File: src/rtl/mmstream_pkg.sv
package mmstream_pkg;

  localparam int REG_AW = 4;
  localparam int ST_W   = 6;

  typedef enum logic [REG_AW-1:0] {
    RA_STAT    = 4'd0,
    RA_IEN     = 4'd1,
    RA_TXFLUSH = 4'd2,
    RA_TXDATA  = 4'd3,
    RA_TXVAC   = 4'd4,
    RA_TXLEN   = 4'd5,
    RA_TXDEST  = 4'd6,
    RA_RXFLUSH = 4'd7,
    RA_RXOCC   = 4'd8,
    RA_RXDATA  = 4'd9,
    RA_RXLEN   = 4'd10,
    RA_RXDEST  = 4'd11,
    RA_STRMRST = 4'd12
  } reg_addr_e;

  // status bit positions
  localparam int SB_TXDONE = 0;
  localparam int SB_RXDONE = 1;
  localparam int SB_TXRST  = 2;
  localparam int SB_RXRST  = 3;
  localparam int SB_RXUND  = 4;
  localparam int SB_TXOVR  = 5;

  localparam logic [31:0] FLUSH_KEY = 32'h0000_00A5;

  // byte-lane mask of a closing beat from the length remainder
  function automatic logic [3:0] tail_keep(input logic [1:0] rem);
    case (rem)
      2'd1:    tail_keep = 4'h1;
      2'd2:    tail_keep = 4'h3;
      2'd3:    tail_keep = 4'h7;
      default: tail_keep = 4'hF;
    endcase
  endfunction

endpackage

File: src/rtl/mms_fifo.sv
module mms_fifo #(
  parameter int W     = 32,
  parameter int DEPTH = 16
) (
  input  logic                       clk,
  input  logic                       rst_n,
  input  logic                       flush,
  input  logic                       push,
  input  logic [W-1:0]               wdata,
  input  logic                       pop,
  output logic [W-1:0]               rdata,
  output logic [$clog2(DEPTH):0]     count,
  output logic                       full,
  output logic                       empty
);
  localparam int AW = $clog2(DEPTH);
  localparam int CW = AW + 1;

  logic [W-1:0]  mem [DEPTH];
  logic [AW-1:0] wp_q, wp_d, rp_q, rp_d;
  logic [CW-1:0] cnt_q, cnt_d;
  logic          push_ok, pop_ok;

  assign full    = (cnt_q == CW'(DEPTH));
  assign empty   = (cnt_q == '0);
  assign push_ok = push && !full;
  assign pop_ok  = pop && !empty;
  assign rdata   = mem[rp_q];
  assign count   = cnt_q;

  always_comb begin
    wp_d  = wp_q;
    rp_d  = rp_q;
    cnt_d = cnt_q;
    if (flush) begin
      wp_d  = '0;
      rp_d  = '0;
      cnt_d = '0;
    end else begin
      if (push_ok) wp_d = wp_q + AW'(1);
      if (pop_ok)  rp_d = rp_q + AW'(1);
      cnt_d = cnt_q + CW'(push_ok) - CW'(pop_ok);
    end
  end

  always_ff @(posedge clk) begin
    if (push_ok && !flush) mem[wp_q] <= wdata;
  end

  always_ff @(posedge clk or negedge rst_n) begin
    if (!rst_n) begin
      wp_q  <= '0;
      rp_q  <= '0;
      cnt_q <= '0;
    end else begin
      wp_q  <= wp_d;
      rp_q  <= rp_d;
      cnt_q <= cnt_d;
    end
  end

endmodule

File: src/rtl/mms_tx_engine.sv
module mms_tx_engine
  import mmstream_pkg::*;
#(
  parameter int LEN_W = 16
) (
  input  logic             clk,
  input  logic             rst_n,
  input  logic             flush,
  input  logic             len_wr,
  input  logic [LEN_W-1:0] len_in,
  input  logic [3:0]       dest_in,
  input  logic             fifo_empty,
  input  logic [31:0]      fifo_data,
  output logic             fifo_pop,
  output logic             tvalid,
  input  logic             tready,
  output logic [31:0]      tdata,
  output logic [3:0]       tkeep,
  output logic             tlast,
  output logic [3:0]       tdest,
  output logic             done
);
  localparam int BW = LEN_W - 1;

  logic             pend_v_q, pend_v_d;
  logic [LEN_W-1:0] pend_len_q, pend_len_d;
  logic [3:0]       pend_dest_q, pend_dest_d;
  logic             act_q, act_d;
  logic [BW-1:0]    beats_q, beats_d;
  logic [1:0]       rem_q, rem_d;
  logic [3:0]       dest_q, dest_d;
  logic [LEN_W:0]   len_round;
  logic             accept, load, beat, last;

  assign len_round = {1'b0, pend_len_q} + (LEN_W+1)'(3);
  assign accept    = len_wr && !pend_v_q && (len_in != '0);
  assign load      = pend_v_q && !act_q;
  assign last      = (beats_q == BW'(1));
  assign tvalid    = act_q && !fifo_empty;
  assign beat      = tvalid && tready;
  assign fifo_pop  = beat;
  assign tdata     = fifo_data;
  assign tlast     = last;
  assign tkeep     = last ? tail_keep(rem_q) : 4'hF;
  assign tdest     = dest_q;
  assign done      = beat && last;

  always_comb begin
    pend_v_d    = pend_v_q;
    pend_len_d  = pend_len_q;
    pend_dest_d = pend_dest_q;
    act_d       = act_q;
    beats_d     = beats_q;
    rem_d       = rem_q;
    dest_d      = dest_q;
    if (flush) begin
      pend_v_d = 1'b0;
      act_d    = 1'b0;
    end else begin
      if (load) begin
        pend_v_d = 1'b0;
        act_d    = 1'b1;
        beats_d  = len_round[LEN_W:2];
        rem_d    = pend_len_q[1:0];
        dest_d   = pend_dest_q;
      end else if (beat) begin
        beats_d = beats_q - BW'(1);
        if (last) act_d = 1'b0;
      end
      if (accept) begin
        pend_v_d    = 1'b1;
        pend_len_d  = len_in;
        pend_dest_d = dest_in;
      end
    end
  end

  always_ff @(posedge clk or negedge rst_n) begin
    if (!rst_n) begin
      pend_v_q    <= 1'b0;
      pend_len_q  <= '0;
      pend_dest_q <= '0;
      act_q       <= 1'b0;
      beats_q     <= '0;
      rem_q       <= '0;
      dest_q      <= '0;
    end else begin
      pend_v_q    <= pend_v_d;
      pend_len_q  <= pend_len_d;
      pend_dest_q <= pend_dest_d;
      act_q       <= act_d;
      beats_q     <= beats_d;
      rem_q       <= rem_d;
      dest_q      <= dest_d;
    end
  end

endmodule

File: src/rtl/mms_rx_engine.sv
module mms_rx_engine #(
  parameter int LEN_W = 16,
  parameter int CNT_W = 5
) (
  input  logic             clk,
  input  logic             rst_n,
  input  logic             flush,
  input  logic             tvalid,
  output logic             tready,
  input  logic [3:0]       tkeep,
  input  logic             tlast,
  input  logic             data_full,
  input  logic             info_full,
  output logic             push,
  output logic             commit,
  output logic [CNT_W-1:0] commit_beats,
  output logic [LEN_W-1:0] commit_len
);
  logic [LEN_W-1:0] bytes_q, bytes_d, bytes_sum;
  logic [CNT_W-1:0] beats_q, beats_d, beats_sum;

  assign tready       = !data_full && !info_full;
  assign push         = tvalid && tready;
  assign commit       = push && tlast;
  assign bytes_sum    = bytes_q + LEN_W'($countones(tkeep));
  assign beats_sum    = beats_q + CNT_W'(1);
  assign commit_len   = bytes_sum;
  assign commit_beats = beats_sum;

  always_comb begin
    bytes_d = bytes_q;
    beats_d = beats_q;
    if (flush || commit) begin
      bytes_d = '0;
      beats_d = '0;
    end else if (push) begin
      bytes_d = bytes_sum;
      beats_d = beats_sum;
    end
  end

  always_ff @(posedge clk or negedge rst_n) begin
    if (!rst_n) begin
      bytes_q <= '0;
      beats_q <= '0;
    end else begin
      bytes_q <= bytes_d;
      beats_q <= beats_d;
    end
  end

endmodule

File: src/rtl/mmstream_fifo.sv
module mmstream_fifo
  import mmstream_pkg::*;
#(
  parameter int DATA_DEPTH = 16,
  parameter int INFO_DEPTH = 4,
  parameter int LEN_W      = 16
) (
  input  logic              clk,
  input  logic              rst_n,
  input  logic              bus_wr,
  input  logic              bus_rd,
  input  logic [REG_AW-1:0] bus_addr,
  input  logic [31:0]       bus_wdata,
  output logic [31:0]       bus_rdata,
  output logic              irq,
  output logic              tx_tvalid,
  input  logic              tx_tready,
  output logic [31:0]       tx_tdata,
  output logic [3:0]        tx_tkeep,
  output logic              tx_tlast,
  output logic [3:0]        tx_tdest,
  input  logic              rx_tvalid,
  output logic              rx_tready,
  input  logic [31:0]       rx_tdata,
  input  logic [3:0]        rx_tkeep,
  input  logic              rx_tlast,
  input  logic [3:0]        rx_tdest,
  output logic              peer_rst
);
  localparam int CNT_W  = $clog2(DATA_DEPTH) + 1;
  localparam int INFO_W = LEN_W + 4;

  // reset: asynchronous assert, synchronous release
  logic [1:0] rsync_q;
  logic       rst_core_n;
  always_ff @(posedge clk or negedge rst_n) begin
    if (!rst_n) rsync_q <= 2'b00;
    else        rsync_q <= {rsync_q[0], 1'b1};
  end
  assign rst_core_n = rsync_q[1];

  reg_addr_e ra;
  assign ra = reg_addr_e'(bus_addr);

  logic wr_key, strm_key, tx_flush, rx_flush;
  assign wr_key   = bus_wr && (bus_wdata == FLUSH_KEY);
  assign strm_key = wr_key && (ra == RA_STRMRST);
  assign tx_flush = strm_key || (wr_key && (ra == RA_TXFLUSH));
  assign rx_flush = strm_key || (wr_key && (ra == RA_RXFLUSH));

  // ---------------- send channel ----------------
  logic             txf_push, txf_pop, txf_full, txf_empty, tx_ovr, tx_done;
  logic [31:0]      txf_head;
  logic [CNT_W-1:0] txf_cnt;
  logic [3:0]       tx_dest_q, tx_dest_d;

  assign txf_push = bus_wr && (ra == RA_TXDATA) && !txf_full;
  assign tx_ovr   = bus_wr && (ra == RA_TXDATA) && txf_full;
  assign tx_dest_d = (bus_wr && (ra == RA_TXDEST)) ? bus_wdata[3:0] : tx_dest_q;

  mms_fifo #(.W(32), .DEPTH(DATA_DEPTH)) i_txf (
    .clk(clk), .rst_n(rst_core_n), .flush(tx_flush),
    .push(txf_push), .wdata(bus_wdata), .pop(txf_pop), .rdata(txf_head),
    .count(txf_cnt), .full(txf_full), .empty(txf_empty)
  );

  mms_tx_engine #(.LEN_W(LEN_W)) i_txe (
    .clk(clk), .rst_n(rst_core_n), .flush(tx_flush),
    .len_wr(bus_wr && (ra == RA_TXLEN)), .len_in(bus_wdata[LEN_W-1:0]),
    .dest_in(tx_dest_q), .fifo_empty(txf_empty), .fifo_data(txf_head),
    .fifo_pop(txf_pop), .tvalid(tx_tvalid), .tready(tx_tready),
    .tdata(tx_tdata), .tkeep(tx_tkeep), .tlast(tx_tlast), .tdest(tx_tdest),
    .done(tx_done)
  );

  // ---------------- receive channel ----------------
  logic             rxf_push, rxf_full, rxf_empty, rx_commit_raw, rx_commit;
  logic [31:0]      rxf_head;
  logic [CNT_W-1:0] rxf_cnt, commit_beats;
  logic [LEN_W-1:0] commit_len;
  logic             inf_full, inf_empty;
  logic [INFO_W-1:0] inf_head;
  logic [$clog2(INFO_DEPTH):0] inf_cnt;
  logic             rxd_rd, rxd_ok, rxl_rd, rxl_ok, rx_und;
  logic [CNT_W-1:0] rx_occ_q, rx_occ_d;
  logic [3:0]       rx_dest_q, rx_dest_d;

  assign rxd_rd    = bus_rd && (ra == RA_RXDATA);
  assign rxd_ok    = rxd_rd && (rx_occ_q != '0);
  assign rxl_rd    = bus_rd && (ra == RA_RXLEN);
  assign rxl_ok    = rxl_rd && !inf_empty;
  assign rx_und    = (rxd_rd && !rxd_ok) || (rxl_rd && !rxl_ok);
  assign rx_commit = rx_commit_raw && !rx_flush;

  mms_rx_engine #(.LEN_W(LEN_W), .CNT_W(CNT_W)) i_rxe (
    .clk(clk), .rst_n(rst_core_n), .flush(rx_flush),
    .tvalid(rx_tvalid), .tready(rx_tready), .tkeep(rx_tkeep), .tlast(rx_tlast),
    .data_full(rxf_full), .info_full(inf_full), .push(rxf_push),
    .commit(rx_commit_raw), .commit_beats(commit_beats), .commit_len(commit_len)
  );

  mms_fifo #(.W(32), .DEPTH(DATA_DEPTH)) i_rxf (
    .clk(clk), .rst_n(rst_core_n), .flush(rx_flush),
    .push(rxf_push), .wdata(rx_tdata), .pop(rxd_ok), .rdata(rxf_head),
    .count(rxf_cnt), .full(rxf_full), .empty(rxf_empty)
  );

  mms_fifo #(.W(INFO_W), .DEPTH(INFO_DEPTH)) i_inf (
    .clk(clk), .rst_n(rst_core_n), .flush(rx_flush),
    .push(rx_commit_raw), .wdata({rx_tdest, commit_len}), .pop(rxl_ok),
    .rdata(inf_head), .count(inf_cnt), .full(inf_full), .empty(inf_empty)
  );

  always_comb begin
    rx_occ_d  = rx_occ_q;
    rx_dest_d = rx_dest_q;
    if (rx_flush) begin
      rx_occ_d  = '0;
      rx_dest_d = '0;
    end else begin
      rx_occ_d = rx_occ_q + (rx_commit ? commit_beats : '0) - CNT_W'(rxd_ok);
      if (rxl_ok) rx_dest_d = inf_head[INFO_W-1:LEN_W];
    end
  end

  // ---------------- status, enable, readback ----------------
  logic [ST_W-1:0] stat_q, stat_d, stat_set, ien_q, ien_d;
  logic [31:0]     rdata_d, rdata_q;
  logic            peer_rst_q;

  always_comb begin
    stat_set            = '0;
    stat_set[SB_TXDONE] = tx_done;
    stat_set[SB_RXDONE] = rx_commit;
    stat_set[SB_TXRST]  = tx_flush;
    stat_set[SB_RXRST]  = rx_flush;
    stat_set[SB_RXUND]  = rx_und;
    stat_set[SB_TXOVR]  = tx_ovr;
    stat_d = stat_q;
    if (bus_wr && (ra == RA_STAT)) stat_d = stat_q & ~bus_wdata[ST_W-1:0];
    stat_d = stat_d | stat_set;
    ien_d  = (bus_wr && (ra == RA_IEN)) ? bus_wdata[ST_W-1:0] : ien_q;
  end

  always_comb begin
    rdata_d = '0;
    case (ra)
      RA_STAT:   rdata_d = 32'(stat_q);
      RA_IEN:    rdata_d = 32'(ien_q);
      RA_TXVAC:  rdata_d = 32'(CNT_W'(DATA_DEPTH) - txf_cnt);
      RA_TXDEST: rdata_d = 32'(tx_dest_q);
      RA_RXOCC:  rdata_d = 32'(rx_occ_q);
      RA_RXDATA: rdata_d = rxd_ok ? rxf_head : '0;
      RA_RXLEN:  rdata_d = rxl_ok ? 32'(inf_head[LEN_W-1:0]) : '0;
      RA_RXDEST: rdata_d = 32'(rx_dest_q);
      default:   rdata_d = '0;
    endcase
  end

  always_ff @(posedge clk or negedge rst_core_n) begin
    if (!rst_core_n) begin
      tx_dest_q  <= '0;
      rx_occ_q   <= '0;
      rx_dest_q  <= '0;
      stat_q     <= '0;
      ien_q      <= '0;
      rdata_q    <= '0;
      peer_rst_q <= 1'b0;
    end else begin
      tx_dest_q  <= tx_dest_d;
      rx_occ_q   <= rx_occ_d;
      rx_dest_q  <= rx_dest_d;
      stat_q     <= stat_d;
      ien_q      <= ien_d;
      peer_rst_q <= strm_key;
      if (bus_rd) rdata_q <= rdata_d;
    end
  end

  assign bus_rdata = rdata_q;
  assign peer_rst  = peer_rst_q;
  assign irq       = |(stat_q & ien_q);

endmodule

File: config.mk
export PLATFORM = sky130hd
export DESIGN_NAME = mmstream_fifo
export DESIGN_NICKNAME = d
export VERILOG_FILES = /design/src/rtl/mmstream_pkg.sv /design/src/rtl/mms_fifo.sv /design/src/rtl/mms_tx_engine.sv /design/src/rtl/mms_rx_engine.sv /design/src/rtl/mmstream_fifo.sv
export SDC_FILE = /design/constraint.sdc
export NUM_CORES = 1
export LEC_CHECK = 0
export BUFFER_PORTS_ARGS = -buffer_cell sky130_fd_sc_hd__buf_4
export CAP_MARGIN = 20
export CORE_MARGIN = 3
export CORE_UTILIZATION = 26
export CTS_CLUSTER_SIZE = 10
export DETAILED_ROUTE_END_ITERATION = 8
export GPL_ROUTABILITY_DRIVEN = 0
export PLACE_DENSITY = 0.49
export SETUP_SLACK_MARGIN = 0.4
export SLEW_MARGIN = 20
export SYNTH_ARGS = -nofsm -noshare
export SYNTH_HDL_FRONTEND = slang
export SYNTH_SLANG_ARGS = --single-unit
File: constraint.sdc
create_clock -name clk -period 4.6 [get_ports clk]
set_clock_uncertainty 0.05 [all_clocks]
set_input_delay 0.46 -clock clk [delete_from_list [all_inputs] [get_ports clk]]
set_output_delay 0.46 -clock clk [all_outputs]
set_load 0.005 [all_outputs]
==> results of run 1 <==
[final timing paths]
| kind | from | endpoint | cells past startpoint |
|---|---|---|---|
| worst max-delay path | bus_wdata[16] | rx_occ_q[4] | 17 |
| worst min-delay path | bus_addr[2] | peer_rst | 2 |
| worst max register to register | i_rxf.count[2] | rx_occ_q[4] | 17 |
| worst min register to register | rsync_q[0] | rsync_q[1] | 0 |
| max in group asynchronous | rsync_q[1] | bus_rdata[31] | 1 |
| min in group asynchronous | rsync_q[1] | rx_dest_q[2] | 0 |
[cell usage after synthesis (23+ instances only)]
master	count
a21oi_1	70
a22oi_1	46
buf_1	27
clkbuf_1	92
dfrtp_1	157
edfxtp_1	1104
ha_1	50
inv_1	62
mux2_2	51
mux2i_1	26
mux4_2	308
nand2_1	98
nand3_1	31
nor2_1	99
nor2b_1	23
nor3_1	30
o21ai_0	30
xnor2_1	31
xor2_1	24
[cell usage in the layout (no fill, tap or decap), drive strengths merged, types with 31 or more instances in the layout]
cell type    instances
dfrtp              157
nor2                99
inv                 70
clkbuf             218
mux2                51
edfxtp            1104
dlygate4sd3         71
ha                  50
nand2               98
a21oi               70
nand3               31
mux4               308
xnor2               31
a22oi               46
buf                267
o21ai               31
[area by class of cell]
type                    count  area (µm²)
clock inverters            21       285.3
fillers                 18500      132100
diodes                      6       15.01
multi-input cells        1124       12860
flip-flops and latches   1261       37110
well taps                2526        3161
inverters                  62       232.7
clock buffers             218        4049
repair buffers            338        2940
[power by group through the flow]
stage	logic, mW	clock network, mW	registers [mW]
2_1_floorplan	5.83	0	14.0
6_report	8.02	10.7	14.5
3_5_place_dp	8.15	0	14.8
5_1_grt	8.75	11.5	14.7
4_1_cts	8.23	11.0	14.6
3_3_place_gp	8.16	0	14.8
[metrics by stage]
step           instance area, µm²  cells  total power [mW]
3_3_place_gp                55570   5239             22.93
6_report                    60650   5556             33.22
5_1_grt                     60640   5552             34.91
3_5_place_dp                55570   5239             22.93
4_1_cts                     60620   5549             33.82
2_1_floorplan               50480   2588             19.85
[sequential cells by signal, indices dropped and copies added, names as in the netlist, 5 cells and up]
name	flops
i_rxf.mem	512
i_txf.count	5
rx_occ_q	5
i_txe.beats_q	15
i_rxf.count	5
stat_q	6
i_rxe.bytes_q	16
i_inf.mem	80
i_txf.mem	512
i_txe.pend_len_q	16
bus_rdata	32
i_rxe.beats_q	5
ien_q	6
[metal layers]
layer	part of all wire [%]	GRT usage (%)	up-vias
met2	50	22.09	619
met4	2.7	4.151	6
li1	-	-	11210
met1	43	17.21	13620
met3	4.7	2.412	201
met5	0.033	0	-
[logic make-up (layout without fill, tap and decap cells)]
family | count (synthesis) | in the layout | synth area share, %
AO/OA/AOI/OAI | 237 | 237 | 3.174
buffers and inverters | 203 | 639 | 1.585
flip-flops | 1261 | 1261 | 73.49
AND/OR/NAND/NOR | 388 | 388 | 3.864
adder cells (fa/ha/maj) | 57 | 57 | 1.518
XOR/XNOR | 55 | 55 | 0.9548
multiplexers | 385 | 385 | 15.40
other | 1 | 8 | 0.007433
[repair_timing]
| item | CTS | global route |
|---|---|---|
| gates resized for setup | 0 | 3 |
| setup endpoints to repair | 0 | 1 |
| hold buffers | 71 | 0 |
| hold endpoints to repair | 977 | 0 |
| setup buffers | 0 | 1 |
==> results.md, run 1 <==
| Stage | Metric | Reported |
|---|---|---|
| run status | Outcome | completed |
| routing | Total number of vias | 25650 |
| synthesis | Mean post-synth cell area | 19.50 µm² |
| global routing | Pin count of the biggest net entering global routing | 80 |
| critical path | CP Buf/Inv Count | 5 |
| critical path | Kind of cell with the highest combined delay on the critical path | simple AND/OR/NAND/NOR gates |
| cells and area | Layout cells sized above 1 | 28.14% |
| power | Clk network pwr share | 32.2% |
| timing | RSZ-0062 raised after global routing | false |
| synthesis | Number of warnings reported in the yosys synthesis log | 0 |
| routing | Residual DRC count | 0 |
| cts | Clock root buffer | clkbuf_16 |
| cells and area | Final core area utilization | 31.46% |
| synthesis | Number of flops mapped to enable cells by yosys | 1104 |
| cts | H-tree depth | 4 |
| timing | Slew at the pin closest to its max-slew limit | 1001 ps |
| die | Width of the die | 446.5 µm |
| synthesis | Mapped Area | 50450 µm² |
| critical path | R2R Setup Slk | 1060 ps |
| routing | Avg WL per Cell | 23.65 µm |
| die | Starting Density | 26.17% |
| power | Combinational Power Share | 24.1% |
| synthesis | Leading post-synthesis cells by cell area | edfxtp_1 (66%), mux4_2 (14%), dfrtp_1 (7.8%) |
| global routing | Via count of the first global-routing pass | 26960 |
| die | Standard cell core area | 192800 µm² |
| timing | Highest attainable clock frequency | 250.9 MHz |
| cts | Clock network latency to the later pin of the worst-skew pair | 780 ps |
| global routing | Antenna violations before repair | 11 |
| die | Die ar. | 199400 µm² |
| timing | Count of endpoints failing setup in the final report | 0 |
| die | Row Count | 161 |
| timing | Share of the clock period used by the worst path | 86.66% |
| hold path | Worst min path class | in2reg |
| synthesis | Proportion of synthesized chip area in sequential cells | 73.49% |
| critical path | CP max FO | 17 |
| routing | Post-detailed-route count of antenna-violating nets | 0 |
| timing | Final hold violation count | 0 |
| place | Detailed Place HPWL | 77520 µm |
| synthesis | Yosys top cell by area | edfxtp_1 |
| synthesis | Distinct cells, synth | 62 |
| critical path | WP data required | 5160 ps |
| cells and area | Post-synthesis to final-layout area growth | 20.21% |
| place | Pre-CTS setup slack | -108.1 ps |
| die | # IOs | 160 |
| routing | Routed vias/inst | 4.617 |
| routing | Number of iterations in the first detailed-routing pass | 5 |
| timing | Final number of max-transition violations | 0 |
| cts | CTS Sinks | 1261 |
| cells and area | Final layout net count | 3075 |
| synthesis | Synth async-reset ratio | 12.45% |
| power | Cell-internal power | 23.78 mW |
| cts | CTS tree | yes |
| power | Net Sw Power | 9.434 mW |
| timing | Worst max-slew margin expressed relative to the limit | 33.29% |
| global routing | Remaining global-route overflow | 0 |
| synthesis | Top flip-flop cell by instance count after synthesis | edfxtp_1 |
| job | Max-cap violations | 0 |
| cts | CTS buffer count | 148 |
| cts | Clock Pin Slew Worst Setup and Hold Paths | 60 ps |
| timing | Post-Route Setup TNS | 0 ps |
| routing | Initial drt markers | 2029 |
| timing | Setup slack after layout | 613.9 ps |
| power | Net switching fraction of the power | 28.40% |
| routing | Post-Route WL | 131400 µm |
| power | Leakage power figure | 20.04 nW |
| power | Power share of the sequential group | 43.7% |
| power | Maximum vdd drop | 0.0003203 V |
| timing | Minimum clock period | 3986 ps |
| die | Die height | 446.5 µm |
| critical path | Peak per-stage delay on the critical path | 600 ps |
| critical path | Slowest cell on the critical path | or4_4 |
| critical path | Cells traversed along the worst timing path | dlygate4sd3_1 > buf_4 > or4_4 > or4_4 > nor4_4 > buf_4 > or3_1 > ha_1 > inv_1 > ha_1 > inv_1 > fa_1 > nor2b_1 > o21ai_0 > a21oi_1 > o21ai_0 > nor3b_1 |
| critical path | Worst Setup Path Type | in2reg |
| global routing | Global-route usage over all layers | 13.15% |
| synthesis | Flops & latches, synth | 1261 |
| timing | Worst hold slack after final layout | 113.3 ps |
| power | Power Dens Cells | 547.7 nW/µm² |
| critical path | Category of the worst setup path launch point | input pin |
| place | Number of buffer cells added on primary ports | 158 |
| synthesis | Top-area cell type share of the netlist area | 65.71% |
| synthesis | Gate count after technology mapping | 2587 |
| critical path | Setup crit end kind | flip-flop |
| critical path | Arrival time of the worst setup path | 4550 ps |
| global routing | First-pass GRT wire length | 191600 µm |
| cts | Maximum number of buffers from clock root to sink | 3 |
Note: power is estimated with default switching activity, not from simulation.
==> run 2, diff against run 1 <==
Settings changed: MAX_ROUTING_LAYER set to met4.
==> run 2 against run 1 <==
First-iteration DRC count down 6.9%. Worst setup slack better by 24 ps. Die area unchanged. Via count up 0.20%. Final cell count about the same. Hold slack worse by 2.1 ps. Utilization about the same. Maximum frequency up 0.62%. Largest power group unchanged.
==> results.md, run 2 (same netlist as run 1, synthesis figures left out) <==
| Stage | Metric | Reported | Delta |
|---|---|---|---|
| timing | Worst max-slew margin expressed relative to the limit | 33.12% | -0.16 points |
| timing | Share of the clock period used by the worst path | 86.12% | -0.53 points |
| die | Starting Density | 26.17% | unchanged |
| cts | CTS buffer count | 148 | unchanged |
| routing | Post-detailed-route count of antenna-violating nets | 0 | unchanged |
| critical path | Peak per-stage delay on the critical path | 600 ps | about the same |
| routing | Number of iterations in the first detailed-routing pass | 5 | unchanged |
| run status | Outcome | completed |  |
| cts | H-tree depth | 4 | unchanged |
| timing | Final hold violation count | 0 | unchanged |
| cells and area | Post-synthesis to final-layout area growth | 20.22% | about the same |
| hold path | Origin of the worst min-delay path | bus_addr[2] |  |
| global routing | First-pass GRT wire length | 191500 µm | about the same |
| routing | Routed vias/inst | 4.625 | +0.17% |
| cells and area | Cell area after layout | 60650 µm² | about the same |
| cells and area | Most frequent cells in the layout | edfxtp_1 (1104), mux4_2 (308), buf_4 (249) |  |
| power | Maximum vdd drop | 0.0003207 V | +0.10% |
| timing | Minimum clock period | 3962 ps | -24.41 ps |
| global routing | Remaining global-route overflow | 0 | unchanged |
| critical path | Arrival time of the worst setup path | 4530 ps | -20 ps |
| cts | Clock root buffer | clkbuf_16 |  |
| timing | Highest attainable clock frequency | 252.4 MHz | +0.62% |
| routing | Initial drt markers | 1890 | -6.9% |
| die | Row Count | 161 | unchanged |
| die | Die height | 446.5 µm | unchanged |
| die | Width of the die | 446.5 µm | unchanged |
| critical path | Setup crit end kind | flip-flop |  |
| die | Die ar. | 199400 µm² | unchanged |
| routing | Residual DRC count | 0 | unchanged |
| global routing | Pin count of the biggest net entering global routing | 80 | unchanged |
| power | Leakage power figure | 20.04 nW | unchanged |
| die | # IOs | 160 | unchanged |
| critical path | WP data required | 5160 ps | about the same |
| cells and area | Filler instances | 18500 | +0.011% |
| hold path | Hold Path Depth | 2 | unchanged |
| cells and area | Layout cells sized above 1 | 28.14% | unchanged |
| cells and area | Registers with the most flip-flops | i_rxf.mem: 512 flops, i_txf.mem: 512 flops, i_inf.mem: 80 flops |  |
| critical path | Origin of the critical flop-to-flop path | i_rxf.count[2] |  |
| timing | Count of endpoints failing setup in the final report | 0 | unchanged |
| global routing | Antenna violations before repair | 12 | +1 |
| cells and area | Combined area of the multi-input logic cells | 12860 µm² | unchanged |
| critical path | Worst R2R Path Depth | 17 | unchanged |
| cts | CTS tree | yes |  |
| cts | CTS Sinks | 1261 | unchanged |
| critical path | CP Buf/Inv Count | 5 | unchanged |
| routing | Total number of vias | 25700 | +0.20% |
| timing | Final number of max-transition violations | 0 | unchanged |
| critical path | R2R Setup Slk | 1060 ps | about the same |
| place | Detailed Place HPWL | 77520 µm | unchanged |
| cells and area | Final layout net count | 3075 | unchanged |
| critical path | Worst reg2reg endpoint | rx_occ_q[4] |  |
| critical path | CP max FO | 17 | unchanged |
| routing | Avg WL per Cell | 23.72 µm | +0.28% |
| critical path | Worst Setup Path Type | in2reg |  |
| global routing | Global-route usage over all layers | 13.53% | +0.38 points |
| critical path | Cells traversed along the worst timing path | dlygate4sd3_1 > buf_4 > or4_4 > or4_4 > nor4_4 > buf_4 > or3_1 > ha_1 > inv_1 > ha_1 > inv_1 > fa_1 > nor2b_1 > o21ai_0 > a21oi_1 > o21ai_0 > nor3b_1 |  |
| place | Number of buffer cells added on primary ports | 158 | unchanged |
| critical path | Category of the worst setup path launch point | input pin |  |
| power | Power Dens Cells | 547.9 nW/µm² | about the same |
| critical path | Slowest cell on the critical path | or4_4 |  |
| timing | RSZ-0062 raised after global routing | false |  |
| timing | Slew at the pin closest to its max-slew limit | 1003 ps | +2.465 ps |
| routing | Post-Route WL | 131800 µm | +0.32% |
| power | Post-route total power | 33.23 mW | about the same |
| global routing | Via count of the first global-routing pass | 26970 | +0.041% |
| cts | Maximum number of buffers from clock root to sink | 3 | unchanged |
| hold path | Worst min path class | in2reg |  |
| hold path | Hold EP | peer_rst |  |
| cts | Clock Pin Slew Worst Setup and Hold Paths | 60 ps | about the same |
| job | Max-cap violations | 0 | unchanged |
| cts | Clock network latency to the later pin of the worst-skew pair | 780 ps | about the same |
| critical path | Kind of cell with the highest combined delay on the critical path | simple AND/OR/NAND/NOR gates |  |
| cells and area | Leading cell type in the layout, fill and taps excluded | edfxtp_1 |  |
| cells and area | Final core area utilization | 31.46% | about the same |
| place | Placed Area | 55570 µm² | unchanged |
| die | Standard cell core area | 192800 µm² | unchanged |
| cells and area | Seq. cell area | 37110 µm² | unchanged |
==> run 2: cell count changes in the layout (fill, tap and decap cells not counted), sizes merged <==
cell / delta
diode: +2
==> run 2: layout make-up <==
type	instances	share of cell area, %
diodes	8	0.03301
clock inverters	21	0.4703
clock buffers	218	6.675
flip-flops and latches	1261	61.18
inverters	62	0.3837
well taps	2526	5.211
multi-input cells	1124	21.20
repair buffers	338	4.848
==> run 2: per-stage QoR <==
stage	cells	TNS, ps	setup slack [ps]	hold WS [ps]
finish	5558	0	638.3	111.2
global route	5557	0	411.4	61.08
CTS	5549	0	452.5	21.99
detailed placement	5239	-108.1	-108.1	194.9
global placement	5239	-133.4	-133.4	194.9
floorplan	2588	-68150	-532.4	114.4
==> run 2: per-layer routing <==
| metal | vias to the layer above | wire length (µm) | GRT usage (%) |
|---|---|---|---|
| met2 | 622 | 65940 | 22.13 |
| met3 | 196 | 6169 | 2.416 |
| met1 | 13670 | 56260 | 17.13 |
| met4 | 0 | 3451 | 4.182 |
| met5 | - | 0 | - |
| li1 | 11210 | - | - |
==> run 2: timing repair <==
| item | in CTS | in global routing |
|---|---|---|
| hold endpoints to repair | 977 | 0 |
| setup buffers | 0 | 1 |
| hold buffers | 71 | 0 |
| setup endpoints to repair | 0 | 1 |
| resized for setup | 0 | 3 |
==> run 2: how the worst max path moves through the flow <==
| stage | endpoint | cells past startpoint | slack [ps] | startpoint |
|---|---|---|---|---|
| floorplan | i_rxf.mem[4][0] | 7 | -530 | i_rxf.count[2] |
| global placement | rx_occ_q[4] | 15 | -130 | bus_wdata[7] |
| detailed placement | rx_occ_q[4] | 15 | -110 | bus_wdata[7] |
| CTS | rx_occ_q[4] | 16 | 450 | bus_wdata[16] |
| global route | rx_occ_q[4] | 17 | 410 | bus_wdata[16] |
| finish | rx_occ_q[4] | 17 | 640 | bus_wdata[16] |
==> run 2: power breakdown <==
group / internal (mW) / leakage, nW / total [mW] / switching, mW
Combinational: 4.18 / 6.04 / 8.01 / 3.82
Sequential: 13.5 / 11.9 / 14.5 / 1.06
Clock: 6.15 / 2.08 / 10.7 / 4.57
